===== config.mk =====
export PLATFORM = sky130hd
export DESIGN_NAME = psw_flag_unit
export DESIGN_NICKNAME = d
export VERILOG_FILES = /design/src/rtl/psw_flag_pkg.sv /design/src/rtl/psw_addsub_flags.sv /design/src/rtl/psw_rule_unit.sv /design/src/rtl/psw_flag_reg.sv /design/src/rtl/psw_flag_unit.sv
export SDC_FILE = /design/constraint.sdc
export NUM_CORES = 1
export LEC_CHECK = 0
export BUFFER_PORTS_ARGS = -buffer_cell sky130_fd_sc_hd__buf_2
export CAP_MARGIN = 30
export CORE_ASPECT_RATIO = 1.1
export CORE_MARGIN = 2
export CORE_UTILIZATION = 40
export CTS_BUF_LIST = sky130_fd_sc_hd__clkbuf_16
export DETAILED_ROUTE_END_ITERATION = 10
export RECOVER_POWER = 50
export SLEW_MARGIN = 25
export SYNTH_ARGS = -nofsm -noshare
export SYNTH_HDL_FRONTEND = slang
export SYNTH_SLANG_ARGS = --single-unit
export TNS_END_PERCENT = 30

===== constraint.sdc =====
create_clock -name clk -period 4.4 [get_ports clk]
set_clock_uncertainty 0.05 [all_clocks]
set_input_delay 0.44 -clock clk [delete_from_list [all_inputs] [get_ports clk]]
set_output_delay 0.44 -clock clk [all_outputs]
set_load 0.01 [all_outputs]

===== src/rtl/psw_flag_pkg.sv =====
package psw_flag_pkg;

   localparam int OP_W = 5;

   typedef enum logic [OP_W-1:0] {
      OPC_NOP   = 5'd0,
      OPC_ADD   = 5'd1,
      OPC_ADDC  = 5'd2,
      OPC_SUBB  = 5'd3,
      OPC_MUL   = 5'd4,
      OPC_DIV   = 5'd5,
      OPC_DA    = 5'd6,
      OPC_RLC   = 5'd7,
      OPC_RRC   = 5'd8,
      OPC_SETC  = 5'd9,
      OPC_CLRC  = 5'd10,
      OPC_CPLC  = 5'd11,
      OPC_MOVC  = 5'd12,
      OPC_ANLC  = 5'd13,
      OPC_ANLCN = 5'd14,
      OPC_ORLC  = 5'd15,
      OPC_ORLCN = 5'd16,
      OPC_CJNE  = 5'd17
   } op_class_e;

   localparam int OPC_LAST = 17;

   // Packed order matches the register write data: {cy, ac, ov}
   typedef struct packed {
      logic cy;
      logic ac;
      logic ov;
   } psw_flags_t;

endpackage


===== src/rtl/psw_addsub_flags.sv =====
// Carry/borrow terms for add and subtract at the nibble, sign-1 and sign
// positions. SHARED_ADDER picks one adder with inverted operand versus two
// separate add and subtract chains.
module psw_addsub_flags #(
   parameter int DATA_W       = 8,
   parameter int NIB_W        = 4,
   parameter bit SHARED_ADDER = 1'b1
) (
   input  logic [DATA_W-1:0] a,
   input  logic [DATA_W-1:0] b,
   input  logic              cin,
   input  logic              sub,
   output logic              cy_o,
   output logic              ac_o,
   output logic              ov_o
);

   localparam int LOW_W = DATA_W - 1;

   logic [NIB_W:0]  lo_r;
   logic [LOW_W:0]  mid_r;
   logic [DATA_W:0] full_r;

   generate
      if (SHARED_ADDER) begin : g_shared
         logic [DATA_W-1:0] b_eff;
         logic              c_eff;
         assign b_eff = sub ? ~b : b;
         assign c_eff = sub ? ~cin : cin;
         always_comb begin
            lo_r   = {1'b0, a[NIB_W-1:0]} + {1'b0, b_eff[NIB_W-1:0]}
                   + {{NIB_W{1'b0}}, c_eff};
            mid_r  = {1'b0, a[LOW_W-1:0]} + {1'b0, b_eff[LOW_W-1:0]}
                   + {{LOW_W{1'b0}}, c_eff};
            full_r = {1'b0, a} + {1'b0, b_eff} + {{DATA_W{1'b0}}, c_eff};
         end
         // in subtract mode a missing carry is a borrow
         assign cy_o = full_r[DATA_W] ^ sub;
         assign ac_o = lo_r[NIB_W] ^ sub;
         assign ov_o = mid_r[LOW_W] ^ full_r[DATA_W];
      end else begin : g_split
         logic [NIB_W:0]  lo_add, lo_sub;
         logic [LOW_W:0]  mid_add, mid_sub;
         logic [DATA_W:0] full_add, full_sub;
         always_comb begin
            lo_add   = {1'b0, a[NIB_W-1:0]} + {1'b0, b[NIB_W-1:0]}
                     + {{NIB_W{1'b0}}, cin};
            lo_sub   = {1'b0, a[NIB_W-1:0]} - {1'b0, b[NIB_W-1:0]}
                     - {{NIB_W{1'b0}}, cin};
            mid_add  = {1'b0, a[LOW_W-1:0]} + {1'b0, b[LOW_W-1:0]}
                     + {{LOW_W{1'b0}}, cin};
            mid_sub  = {1'b0, a[LOW_W-1:0]} - {1'b0, b[LOW_W-1:0]}
                     - {{LOW_W{1'b0}}, cin};
            full_add = {1'b0, a} + {1'b0, b} + {{DATA_W{1'b0}}, cin};
            full_sub = {1'b0, a} - {1'b0, b} - {{DATA_W{1'b0}}, cin};
            lo_r     = sub ? lo_sub   : lo_add;
            mid_r    = sub ? mid_sub  : mid_add;
            full_r   = sub ? full_sub : full_add;
         end
         assign cy_o = full_r[DATA_W];
         assign ac_o = lo_r[NIB_W];
         assign ov_o = mid_r[LOW_W] ^ full_r[DATA_W];
      end
   endgenerate

endmodule


===== src/rtl/psw_rule_unit.sv =====
// Per-class flag rules: candidate values plus a write mask.
module psw_rule_unit
   import psw_flag_pkg::*;
#(
   parameter int DATA_W = 8,
   parameter int NIB_W  = 4
) (
   input  logic [OP_W-1:0]   op,
   input  logic [DATA_W-1:0] a,
   input  logic [DATA_W-1:0] b,
   input  logic              bit_in,
   input  psw_flags_t        cur,
   input  logic              as_cy,
   input  logic              as_ac,
   input  logic              as_ov,
   output psw_flags_t        nxt,
   output psw_flags_t        msk
);

   localparam int PROD_W = 2 * DATA_W;
   localparam int BYTE_W = 2 * NIB_W;
   localparam logic [NIB_W-1:0] BCD_MAX = NIB_W'(9);

   logic [PROD_W-1:0] prod;
   logic              mul_ov;
   logic              div_ov;
   logic [BYTE_W:0]   da_sum;
   logic              da_lo_fix;
   logic              da_cy;
   logic              lt;

   assign prod   = {{DATA_W{1'b0}}, a} * {{DATA_W{1'b0}}, b};
   assign mul_ov = |prod[PROD_W-1:DATA_W];
   assign div_ov = (b == '0);
   assign lt     = (a < b);

   // decimal adjust on the low byte of the operand
   assign da_lo_fix = (a[NIB_W-1:0] > BCD_MAX) || cur.ac;
   assign da_sum    = {1'b0, a[BYTE_W-1:0]}
                    + (da_lo_fix ? (BYTE_W+1)'(6) : '0);
   assign da_cy     = cur.cy | da_sum[BYTE_W]
                    | (da_sum[BYTE_W-1:NIB_W] > BCD_MAX);

   always_comb begin
      nxt = cur;
      msk = '0;
      case (op)
         OPC_ADD, OPC_ADDC, OPC_SUBB: begin
            nxt.cy = as_cy;
            nxt.ac = as_ac;
            nxt.ov = as_ov;
            msk    = '1;
         end
         OPC_MUL: begin
            nxt.cy = 1'b0;
            nxt.ov = mul_ov;
            msk.cy = 1'b1;
            msk.ov = 1'b1;
         end
         OPC_DIV: begin
            nxt.cy = 1'b0;
            nxt.ov = div_ov;
            msk.cy = 1'b1;
            msk.ov = 1'b1;
         end
         OPC_DA: begin
            nxt.cy = da_cy;
            msk.cy = 1'b1;
         end
         OPC_RLC: begin
            nxt.cy = a[DATA_W-1];
            msk.cy = 1'b1;
         end
         OPC_RRC: begin
            nxt.cy = a[0];
            msk.cy = 1'b1;
         end
         OPC_SETC: begin
            nxt.cy = 1'b1;
            msk.cy = 1'b1;
         end
         OPC_CLRC: begin
            nxt.cy = 1'b0;
            msk.cy = 1'b1;
         end
         OPC_CPLC: begin
            nxt.cy = ~cur.cy;
            msk.cy = 1'b1;
         end
         OPC_MOVC: begin
            nxt.cy = bit_in;
            msk.cy = 1'b1;
         end
         OPC_ANLC: begin
            nxt.cy = cur.cy & bit_in;
            msk.cy = 1'b1;
         end
         OPC_ANLCN: begin
            nxt.cy = cur.cy & ~bit_in;
            msk.cy = 1'b1;
         end
         OPC_ORLC: begin
            nxt.cy = cur.cy | bit_in;
            msk.cy = 1'b1;
         end
         OPC_ORLCN: begin
            nxt.cy = cur.cy | ~bit_in;
            msk.cy = 1'b1;
         end
         OPC_CJNE: begin
            nxt.cy = lt;
            msk.cy = 1'b1;
         end
         default: begin
            nxt = cur;
            msk = '0;
         end
      endcase
   end

endmodule


===== src/rtl/psw_flag_reg.sv =====
// Flag storage: register write first, then masked instruction update.
module psw_flag_reg
   import psw_flag_pkg::*;
(
   input  logic       clk,
   input  logic       rst_n,
   input  logic       upd_en,
   input  psw_flags_t upd_val,
   input  psw_flags_t upd_msk,
   input  logic       wr_en,
   input  psw_flags_t wr_val,
   output psw_flags_t q
);

   always_ff @(posedge clk) begin
      if (!rst_n) begin
         q <= '0;
      end else if (wr_en) begin
         q <= wr_val;
      end else if (upd_en) begin
         q <= (q & ~upd_msk) | (upd_val & upd_msk);
      end
   end

endmodule


===== src/rtl/psw_flag_unit.sv =====
module psw_flag_unit
   import psw_flag_pkg::*;
#(
   parameter int DATA_W       = 8,
   parameter int NIB_W        = 4,
   parameter bit SHARED_ADDER = 1'b1
) (
   input  logic              clk,
   input  logic              rst_n,
   input  logic              retire,
   input  logic [OP_W-1:0]   op_class,
   input  logic [DATA_W-1:0] opnd_a,
   input  logic [DATA_W-1:0] opnd_b,
   input  logic              bit_in,
   input  logic              sfr_we,
   input  logic [2:0]        sfr_wdata,
   output logic              cy,
   output logic              ac,
   output logic              ov
);

   generate
      if (NIB_W < 2 || DATA_W < 2 * NIB_W) begin : g_bad_width
         $error("psw_flag_unit: DATA_W must hold two nibbles of NIB_W >= 2");
      end
      if ($bits(psw_flags_t) != 3) begin : g_bad_flags
         $error("psw_flag_unit: flag word must be three bits");
      end
   endgenerate

   psw_flags_t cur, nxt, msk;
   logic       as_cy, as_ac, as_ov;
   logic       is_sub;
   logic       add_cin;

   assign is_sub  = (op_class == OPC_SUBB);
   assign add_cin = (op_class == OPC_ADD) ? 1'b0 : cur.cy;

   psw_addsub_flags #(
      .DATA_W       (DATA_W),
      .NIB_W        (NIB_W),
      .SHARED_ADDER (SHARED_ADDER)
   ) u_addsub (
      .a    (opnd_a),
      .b    (opnd_b),
      .cin  (add_cin),
      .sub  (is_sub),
      .cy_o (as_cy),
      .ac_o (as_ac),
      .ov_o (as_ov)
   );

   psw_rule_unit #(
      .DATA_W (DATA_W),
      .NIB_W  (NIB_W)
   ) u_rules (
      .op     (op_class),
      .a      (opnd_a),
      .b      (opnd_b),
      .bit_in (bit_in),
      .cur    (cur),
      .as_cy  (as_cy),
      .as_ac  (as_ac),
      .as_ov  (as_ov),
      .nxt    (nxt),
      .msk    (msk)
   );

   psw_flag_reg u_reg (
      .clk     (clk),
      .rst_n   (rst_n),
      .upd_en  (retire),
      .upd_val (nxt),
      .upd_msk (msk),
      .wr_en   (sfr_we),
      .wr_val  (psw_flags_t'(sfr_wdata)),
      .q       (cur)
   );

   assign cy = cur.cy;
   assign ac = cur.ac;
   assign ov = cur.ov;

endmodule


==> results of run 1 <==
per-layer routing:
layer / track usage [%] / vias to the layer above / routed length, um
met2: 33.3 / 44 / 3480
met3: 0.967 / 6 / 293
met1: 25.6 / 1258 / 3250
met4: 4.50 / 0 / 74
met5: 0 / - / 0
li1: - / 1262 / -
Yosys cell counts, types with 3 or more instances:
master | instances | area (um^2)
a21oi_1 | 10 | 50.1
nor4_1 | 4 | 25.0
a211oi_1 | 3 | 22.5
nor2_1 | 10 | 37.5
nand4b_1 | 3 | 26.3
and2_1 | 34 | 213
clkbuf_1 | 12 | 45.0
inv_1 | 55 | 206
nor3_1 | 5 | 25.0
mux2i_1 | 4 | 40.0
a21o_1 | 7 | 52.6
nand3_1 | 7 | 35.0
fa_1 | 35 | 701
ha_1 | 56 | 701
dfxtp_1 | 3 | 60.1
xnor2_1 | 11 | 96.3
nand2b_1 | 4 | 25.0
nand2_1 | 32 | 120
nor3b_1 | 4 | 30.0
o21ai_0 | 10 | 50.1
worst register-to-register path: cells and delay by family, from the launching register on:
kind / cells / cell delay, ns
mux: 2 / 0.59
compound gates: 4 / 0.82
simple gates: 1 / 0.22
flops: 1 / 0.46
cells by family (layout without fill, tap and decap cells):
kind of cell / count (synthesis) / after routing
xor gates and xnor gates: 13 / 13
buffers and inverters: 70 / 122
and+or+nand+nor: 112 / 112
DFF: 3 / 3
adders and majority gates: 91 / 91
muxes: 8 / 8
AOI/OAI and AO/OA: 51 / 51
layout by cell type (no fill, tap or decap), drive strengths merged, types with 4 or more instances in the layout:
cell type	instances
nand3	7
nor3	5
nor3b	4
mux2	4
nand2	32
clkbuf	5
inv	56
mux2i	4
nand2b	4
xnor2	11
a21oi	11
a21o	7
o21ai	10
nor2	10
ha	56
buf	61
fa	35
and2	34
nor4	4
layout make-up:
type / count / area (um^2)
Sequential cell: 3 / 60.1
Clock buffer: 3 / 75.1
Fill cell: 694 / 3430
Inverter: 55 / 206
Clock inverter: 1 / 3.75
Timing Repair Buffer: 63 / 437
Multi-Input combinational cell: 275 / 2770
Tap cell: 85 / 106
power by group through the flow:
stage,registers (mW),logic (mW),clock network (mW)
floorplan,0.0327,0.489,0
global placement,0.0329,0.633,0
detailed placement,0.0328,0.656,0
CTS,0.0324,0.814,0.147
global route,0.0329,0.972,0.149
finish,0.0324,0.866,0.143
how the worst max path moves through the flow:
stage / slack, ns / start / to / depth (start not counted)
final: -0.06 / opnd_a[5] / register / 16
after global routing: -0.12 / opnd_a[5] / register / 16
after CTS: 0.004 / opnd_b[2] / register / 17
after detailed placement: -0.65 / opnd_b[4] / register / 17
after global placement: -0.62 / opnd_b[4] / register / 17
after floorplan: 0.01 / opnd_b[7] / register / 15
what timing repair did:
action                     4_1_cts  5_1_grt
setup buffers                    0        4
pin swaps                       16       13
resized for setup               32       20
setup endpoints to repair        1        1
hold buffers                     0        0
==> impl_metrics.csv, run 1 <==
group,metric,value,unit
worst_hold_path,hold_class,"in2reg",
synthesis,synth.net_count,468,
synthesis,synth-edff-count,0,
synthesis,yosysUniqueCellTypes,49,
critical_path,end_kind,"register",
power_and_ir_drop,comb_power_share,83.2,%
drt,vias,2570,
timing,tightest_slew,0.654,ns
cells_and_area,fin_util,51.7,%
critical_path,r2r_slack,2.14,ns
drt,avgRoutedWirePerCell,14.6,um
placed_design,place_inst,477,
timing,hold_slack,0.409,ns
drt,post-route-drc-count,2,
cells_and_area,stdcell_area,0.00366,mm^2
global_route,grt-ovfl-total,0,
drt,vias_per_cell,5.30,
power_and_ir_drop,clkPwrFrac,13.7,%
global_route,grt.total_usage,19.0,%
cells_and_area,drive_gt1_share,25.8,%
power_and_ir_drop,finalPower,1.04,mW
drt,drtIter0Drc,65,
clock_tree,cts_max_level,1,
synthesis,synth_seq_cells,3,
synthesis,syn_avg_cell_area,8.45,um^2
critical_path,cp_cell_sequence,"buf_12 -> and2_4 -> fa_1 -> inv_2 -> fa_2 -> inv_2 -> fa_1 -> fa_2 -> ha_4 -> buf_4 -> a31oi_2 -> mux2i_1 -> o21ai_1 -> a2111oi_2 -> buf_4 -> o22ai_2",
clock_tree,clock_latency,0.22,ns
critical_path,critPathTopFamily,"adder cells",
placed_design,port_buffers,31,
timing,drv_slew,0,
placed_design,gp_congestion,0.880,
die,die_area,0.00806,mm^2
synthesis,syn-cell-area,0.00294,mm^2
worst_hold_path,hp-start,"sfr_wdata[2]",
cells_and_area,antenna_cells,0,
critical_path,r2r_cells,7,
drt,ant_nets,0,
synthesis,ys.flop_type,"dfxtp_1",
cells_and_area,layout.nets,521,
critical_path,critPathMaxStageDelay,0.56,ns
power_and_ir_drop,cellPowerDensity,284,mW/mm^2
cells_and_area,stdcell_count,485,
synthesis,synth_compound_area_share,12.9,%
clock_tree,cts_root_buf,"clkbuf_16",
power_and_ir_drop,internal_power,0.569,mW
synthesis,yosysWarnings,0,
critical_path,critPathMaxFanout,5,
global_route,grt_pass1_vias,2712,
placed_design,dp_hpwl,5910,um
drt,drt-total-wl,7100,um
synthesis,synth_top_family_by_area,"adder cells",
global_route,grt_max_degree,13,
timing,worst_slack,-0.0578,ns
critical_path,cp_slowest_cell,"fa_2",
run_status,outcome,"complete, but fails checks",
die,core_area,0.00709,mm^2
critical_path,path_class,"in2reg",
synthesis,muxShareOfSynthArea,3.15,%
critical_path,path_buf_inv,5,
clock_tree,cts_buffers,3,
timing,tns,-0.0578,ns
placed_design,pre_cts_ws,-0.647,ns
synthesis,yosys.area_share.adder,47.6,%
synthesis,netlist_instances,348,
timing,setup_viol,1,
synthesis,synth-seq-area-share,2.04,%
cells_and_area,area_growth,24.5,%
critical_path,crit_required,4.45,ns
synthesis,synth_xor_area_share,3.87,%
power_and_ir_drop,p_leak,1.82,nW
die,initial_core_util,41.5,%
die,ioPinCount,32,
timing,fin_crit,4.46,ns
die,die_h,93.9,um
synthesis,synthSimpleGateAreaFrac,21.1,%
critical_path,crit_arrival,4.51,ns
power_and_ir_drop,switching_share,45.4,%
clock_tree,cts_num_sinks,3,
power_and_ir_drop,p_sw,0.472,mW
timing,rsz0062_at_grt,"true",
run,drv_cap,0,
placed_design,postPlaceCellArea,0.00335,mm^2
power_and_ir_drop,ir_drop,0.000364,V
worst_hold_path,whs_path_depth,3,
timing,timing.fmax,0.224,GHz
clock_tree,clk_pin_slew,0.03,ns
timing,hold_viol,0,
global_route,grt_antenna_before_repair,0,
timing,maxSlewHeadroom,56.0,%
timing,min_period_over_period,101,%
drt,drtPass1Iterations,8,
run_status,violations,"design-rule violations, negative setup slack",
global_route,grt_pass1_wl,12400,um
critical_path,cp-start-kind,"primary input",
die,die_x,85.8,um
clock_tree,clockBufferDepth,2,
synthesis,async_flop_share,0,%
power_and_ir_drop,power_frac_seq,3.1,%
die,num_rows,32,
clock_tree,cts_tree,"yes",
Power figures use the tool's default switching activity.
==> inputs of run 2 (changes only) <==
Settings changed: PLACE_DENSITY from default to 0.66.
==> run 2 against run 1 <==
Net effect: first-iteration DRC count rose by 55%; the flow finishes with violations (design-rule violations); maximum frequency increased by 1.8%; sequential power about the same; routed wire length is 2.3% lower; highest routed layer unchanged; count of clock-buffer cells in the layout unchanged; sequential share of layout area about the same.
==> impl_metrics.csv, run 2 (synthesis results as in run 1) <==
group,metric,value,unit
drt,drtPass1Iterations,9,
cells_and_area,antenna_cells,0,
drt,vias,2566,
drt,vias_per_cell,5.23,
global_route,grt_pass1_wl,12200,um
cells_and_area,final_common_cell,"inv_1",
power_and_ir_drop,finalPower,1.07,mW
drt,drtIter0Drc,101,
die,die_area,0.00806,mm^2
timing,tightest_slew,0.680,ns
die,core_area,0.00709,mm^2
timing,maxSlewHeadroom,54.3,%
timing,fin_crit,4.38,ns
clock_tree,cts_root_buf,"clkbuf_16",
critical_path,crit_arrival,4.43,ns
cells_and_area,layout.nets,527,
timing,rsz0062_at_grt,"true",
critical_path,path_class,"in2reg",
placed_design,postPlaceCellArea,0.00341,mm^2
global_route,grt_pass1_vias,2721,
placed_design,dp_hpwl,5750,um
clock_tree,cts_buffers,3,
global_route,grt_max_degree,13,
worst_hold_path,hold_class,"in2reg",
run,drv_cap,0,
cells_and_area,area_growth,26.7,%
clock_tree,cts_num_sinks,3,
drt,post-route-drc-count,3,
placed_design,gp_congestion,0.883,
clock_tree,clk_pin_slew,0.03,ns
critical_path,r2r_cells,9,
critical_path,crit_required,4.45,ns
clock_tree,cts_max_level,1,
run_status,violations,"design-rule violations",
timing,setup_viol,0,
timing,drv_slew,0,
timing,timing.fmax,0.228,GHz
drt,drt-total-wl,6940,um
cells_and_area,stdcell_area,0.00373,mm^2
clock_tree,cts_tree,"yes",
power_and_ir_drop,cellPowerDensity,288,mW/mm^2
cells_and_area,fin_util,52.6,%
clock_tree,clock_latency,0.23,ns
die,initial_core_util,41.5,%
die,num_rows,32,
placed_design,port_buffers,31,
critical_path,cp-start-kind,"primary input",
timing,hold_viol,0,
die,die_x,85.8,um
cells_and_area,drive_gt1_share,27.1,%
die,die_h,93.9,um
critical_path,end_kind,"register",
clock_tree,holdBufCountCts,0,
global_route,grt-ovfl-total,0,
worst_hold_path,whs_path_depth,3,
global_route,grt_antenna_before_repair,0,
timing,min_period_over_period,99.5,%
global_route,grt.total_usage,18.4,%
clock_tree,clockBufferDepth,2,
run_status,outcome,"complete, but fails checks",
power_and_ir_drop,p_leak,1.85,nW
power_and_ir_drop,ir_drop,0.000161,V
die,ioPinCount,32,
drt,ant_nets,0,
drt,avgRoutedWirePerCell,14.1,um
cells_and_area,mostFrequentLayoutCells,"inv_1 (53), ha_1 (50), buf_4 (42)",
critical_path,critPathMaxFanout,6,
[run 2: worst paths after layout]
kind / slack (ns) / to / start
max: 0.02 / register / opnd_b[3]
min: 0.40 / register / sfr_wdata[2]
max reg2reg: 2.09 / register / register
min reg2reg: 0.56 / register / register
[run 2: per-stage QoR]
stage | setup slack (ns) | std cells | hold WS, ns | TNS [ns]
floorplan | 0.0100 | 348 | 0.520 | 0
global placement | -0.666 | 485 | 0.563 | -0.666
detailed placement | -0.741 | 485 | 0.567 | -0.741
CTS | 0.00871 | 490 | 0.408 | 0
global route | -0.0753 | 491 | 0.454 | -0.0753
finish | 0.0225 | 491 | 0.404 | 0
[run 2: cell type report]
type | instances | area, um^2
inverters | 55 | 206
fillers | 683 | 3360
well taps | 85 | 106
clock buffers | 3 | 75.1
flip-flops and latches | 3 | 60.1
repair buffers | 69 | 484
clock inverters | 1 | 3.75
multi-input cells | 275 | 2790
[run 2: routing by layer]
metal	routed length, um	up-vias	track usage [%]
li1	-	1278	-
met1	3330	1230	25.5
met2	3350	53	31.8
met3	225	5	1.49
met4	33	0	2.38
met5	0	-	0
[run 2: report_power, final]
part           internal [mW]  leakage (nW)  switching (mW)  total [mW]
clock network          0.117        0.0423          0.0283       0.146
registers             0.0296        0.0249         0.00282      0.0324
logic                  0.435          1.79           0.462       0.897
[run 2: what timing repair did]
action	in CTS	in global routing
setup buffers	1	1
endpoints found under the setup margin	1	1
pin swaps	19	21
resized for setup	33	22
[run 2: critical path, cell delays in order]
cell and delay [ns]:
buf_12 0.11, and2_4 0.15, fa_1 0.54, inv_2 0.04
fa_2 0.53, inv_2 0.04, fa_1 0.54, fa_1 0.46
ha_4 0.32, o21ai_4 0.06, nor3_4 0.21, a21oi_4 0.10
o221ai_2 0.15, mux2i_1 0.11, a2111oi_2 0.40, buf_4 0.18
o22ai_2 0.05
==> inputs of run 3 (changes only) <==
Settings changed: PLACE_DENSITY 0.66 to default, PLACE_DENSITY_LB_ADDON from default to 0.25.
==> run 3 against run 2 <==
Net effect: the run now ends clean; maximum frequency increased by 1.5%; global-route usage increased by 1.2 points; sequential power about the same; count of clock-buffer cells in the layout unchanged; worst hold slack improved by 0.0029 ns; sequential cell count unchanged; sequential share of layout area about the same; register-to-register slack about the same; largest power group unchanged; highest routed layer unchanged.
==> impl_metrics.csv, run 3 (synthesis results as in run 1) <==
group,metric,value,unit
drt,vias,2571,
run,drv_cap,0,
clock_tree,cts_max_level,1,
cells_and_area,final_common_cell,"inv_1",
die,die_h,93.9,um
drt,ant_nets,0,
timing,worst_slack,0.0863,ns
die,die_area,0.00806,mm^2
cells_and_area,fin_util,52.0,%
power_and_ir_drop,ir_drop,0.000192,V
drt,drtIter0Drc,130,
clock_tree,cts_tree,"yes",
timing,tightest_slew,0.687,ns
cells_and_area,layout.nets,528,
critical_path,cp-start-kind,"primary input",
clock_tree,clk_pin_slew,0.04,ns
power_and_ir_drop,cellPowerDensity,282,mW/mm^2
drt,vias_per_cell,5.23,
placed_design,dp_hpwl,6160,um
global_route,grt_pass1_vias,2730,
drt,drt-total-wl,7310,um
global_route,grt_antenna_before_repair,0,
placed_design,port_buffers,31,
die,initial_core_util,41.5,%
die,num_rows,32,
timing,fin_crit,4.31,ns
cells_and_area,mostFrequentLayoutCells,"inv_1 (53), ha_1 (50), buf_4 (36)",
die,core_area,0.00709,mm^2
drt,post-route-drc-count,0,
clock_tree,cts_num_sinks,3,
placed_design,postPlaceCellArea,0.00342,mm^2
cells_and_area,stdcell_area,0.00368,mm^2
drt,avgRoutedWirePerCell,14.8,um
timing,rsz0062_at_grt,"true",
power_and_ir_drop,switching_share,45.8,%
global_route,grt_pass1_wl,12700,um
worst_hold_path,hold_class,"in2reg",
cells_and_area,stdcell_count,492,
placed_design,gp_congestion,0.844,
power_and_ir_drop,clkPwrFrac,14.3,%
power_and_ir_drop,comb_power_share,82.5,%
timing,timing.fmax,0.232,GHz
cells_and_area,antenna_cells,0,
clock_tree,cts_root_buf,"clkbuf_16",
critical_path,crit_arrival,4.37,ns
power_and_ir_drop,power_frac_seq,3.1,%
power_and_ir_drop,p_leak,1.84,nW
timing,setup_viol,0,
timing,hold_viol,0,
placed_design,pre_cts_ws,-0.531,ns
power_and_ir_drop,p_sw,0.475,mW
die,ioPinCount,32,
critical_path,critPathMaxFanout,4,
timing,tns,0,ns
timing,maxSlewHeadroom,53.8,%
clock_tree,clock_latency,0.23,ns
power_and_ir_drop,internal_power,0.563,mW
cells_and_area,drive_gt1_share,26.0,%
critical_path,end_kind,"register",
clock_tree,cts_buffers,3,
timing,drv_slew,0,
timing,min_period_over_period,98.0,%
global_route,grt_max_degree,13,
run_status,outcome,"finished clean",
placed_design,place_inst,486,
global_route,grt-ovfl-total,0,
global_route,grt.total_usage,19.6,%
drt,drtPass1Iterations,6,
critical_path,crit_required,4.45,ns
die,die_x,85.8,um
clock_tree,clockBufferDepth,2,
cells_and_area,area_growth,25.2,%
critical_path,path_class,"in2reg",
-- run 3: cell count changes in the layout (fill, tap and decap cells not counted), sizes merged --
cell and delta:
buf -1, clkbuf +2
-- run 3: metrics by stage --
| step | hold WS, ns | power [mW] |
|---|---|---|
| after floorplan | 0.520 | 0.522 |
| final | 0.407 | 1.04 |
| after global placement | 0.559 | 0.681 |
| after global routing | 0.455 | 1.16 |
| after CTS | 0.406 | 0.912 |
| after detailed placement | 0.552 | 0.695 |
-- run 3: metal layers --
metal	wire length (um)	track usage (%)	vias up
li1	-	-	1278
met1	3420	26.6	1242
met2	3580	34.6	49
met3	296	1.76	2
met4	13	2.38	0
met5	0	0	-
-- run 3: cell type report --
class | instances | area [um^2]
inverters | 55 | 206
clock buffers | 3 | 75.1
multi-input cells | 275 | 2750
well taps | 85 | 106
repair buffers | 70 | 480
flip-flops and latches | 3 | 60.1
clock inverters | 1 | 3.75
fillers | 692 | 3400
-- run 3: path summary, 6_finish.rpt --
kind	depth (start not counted)	slack [ns]	end	startpoint
max	16	0.09	register	opnd_b[3]
min	3	0.41	register	sfr_wdata[2]
max reg2reg	7	2.10	register	register
min reg2reg	2	0.56	register	register
-- run 3: power groups by stage --
stage	combinational [mW]	clock, mW	sequential, mW
after detailed placement	0.662	0	0.0329
after floorplan	0.489	0	0.0327
after global routing	0.974	0.153	0.0329
after CTS	0.727	0.152	0.0325
final	0.856	0.149	0.0325
after global placement	0.648	0	0.0331
-- run 3: what timing repair did --
| item | CTS | global route |
|---|---|---|
| pin swaps | 7 | 20 |
| hold buffers | 0 | 0 |
| setup buffers | 0 | 2 |
| setup endpoints to repair | 1 | 1 |
| gates resized for setup | 9 | 33 |
-- run 3: critical path: stages --
cell       delay, ns
buf_8           0.10
buf_6           0.11
and2_4          0.13
fa_1            0.54
inv_2           0.04
fa_1            0.52
inv_2           0.04
fa_1            0.50
fa_2            0.57
ha_4            0.21
a21o_1          0.16
a31oi_2         0.16
mux2i_1         0.25
o21ai_1         0.11
a2111oi_2       0.35
o22ai_1         0.13
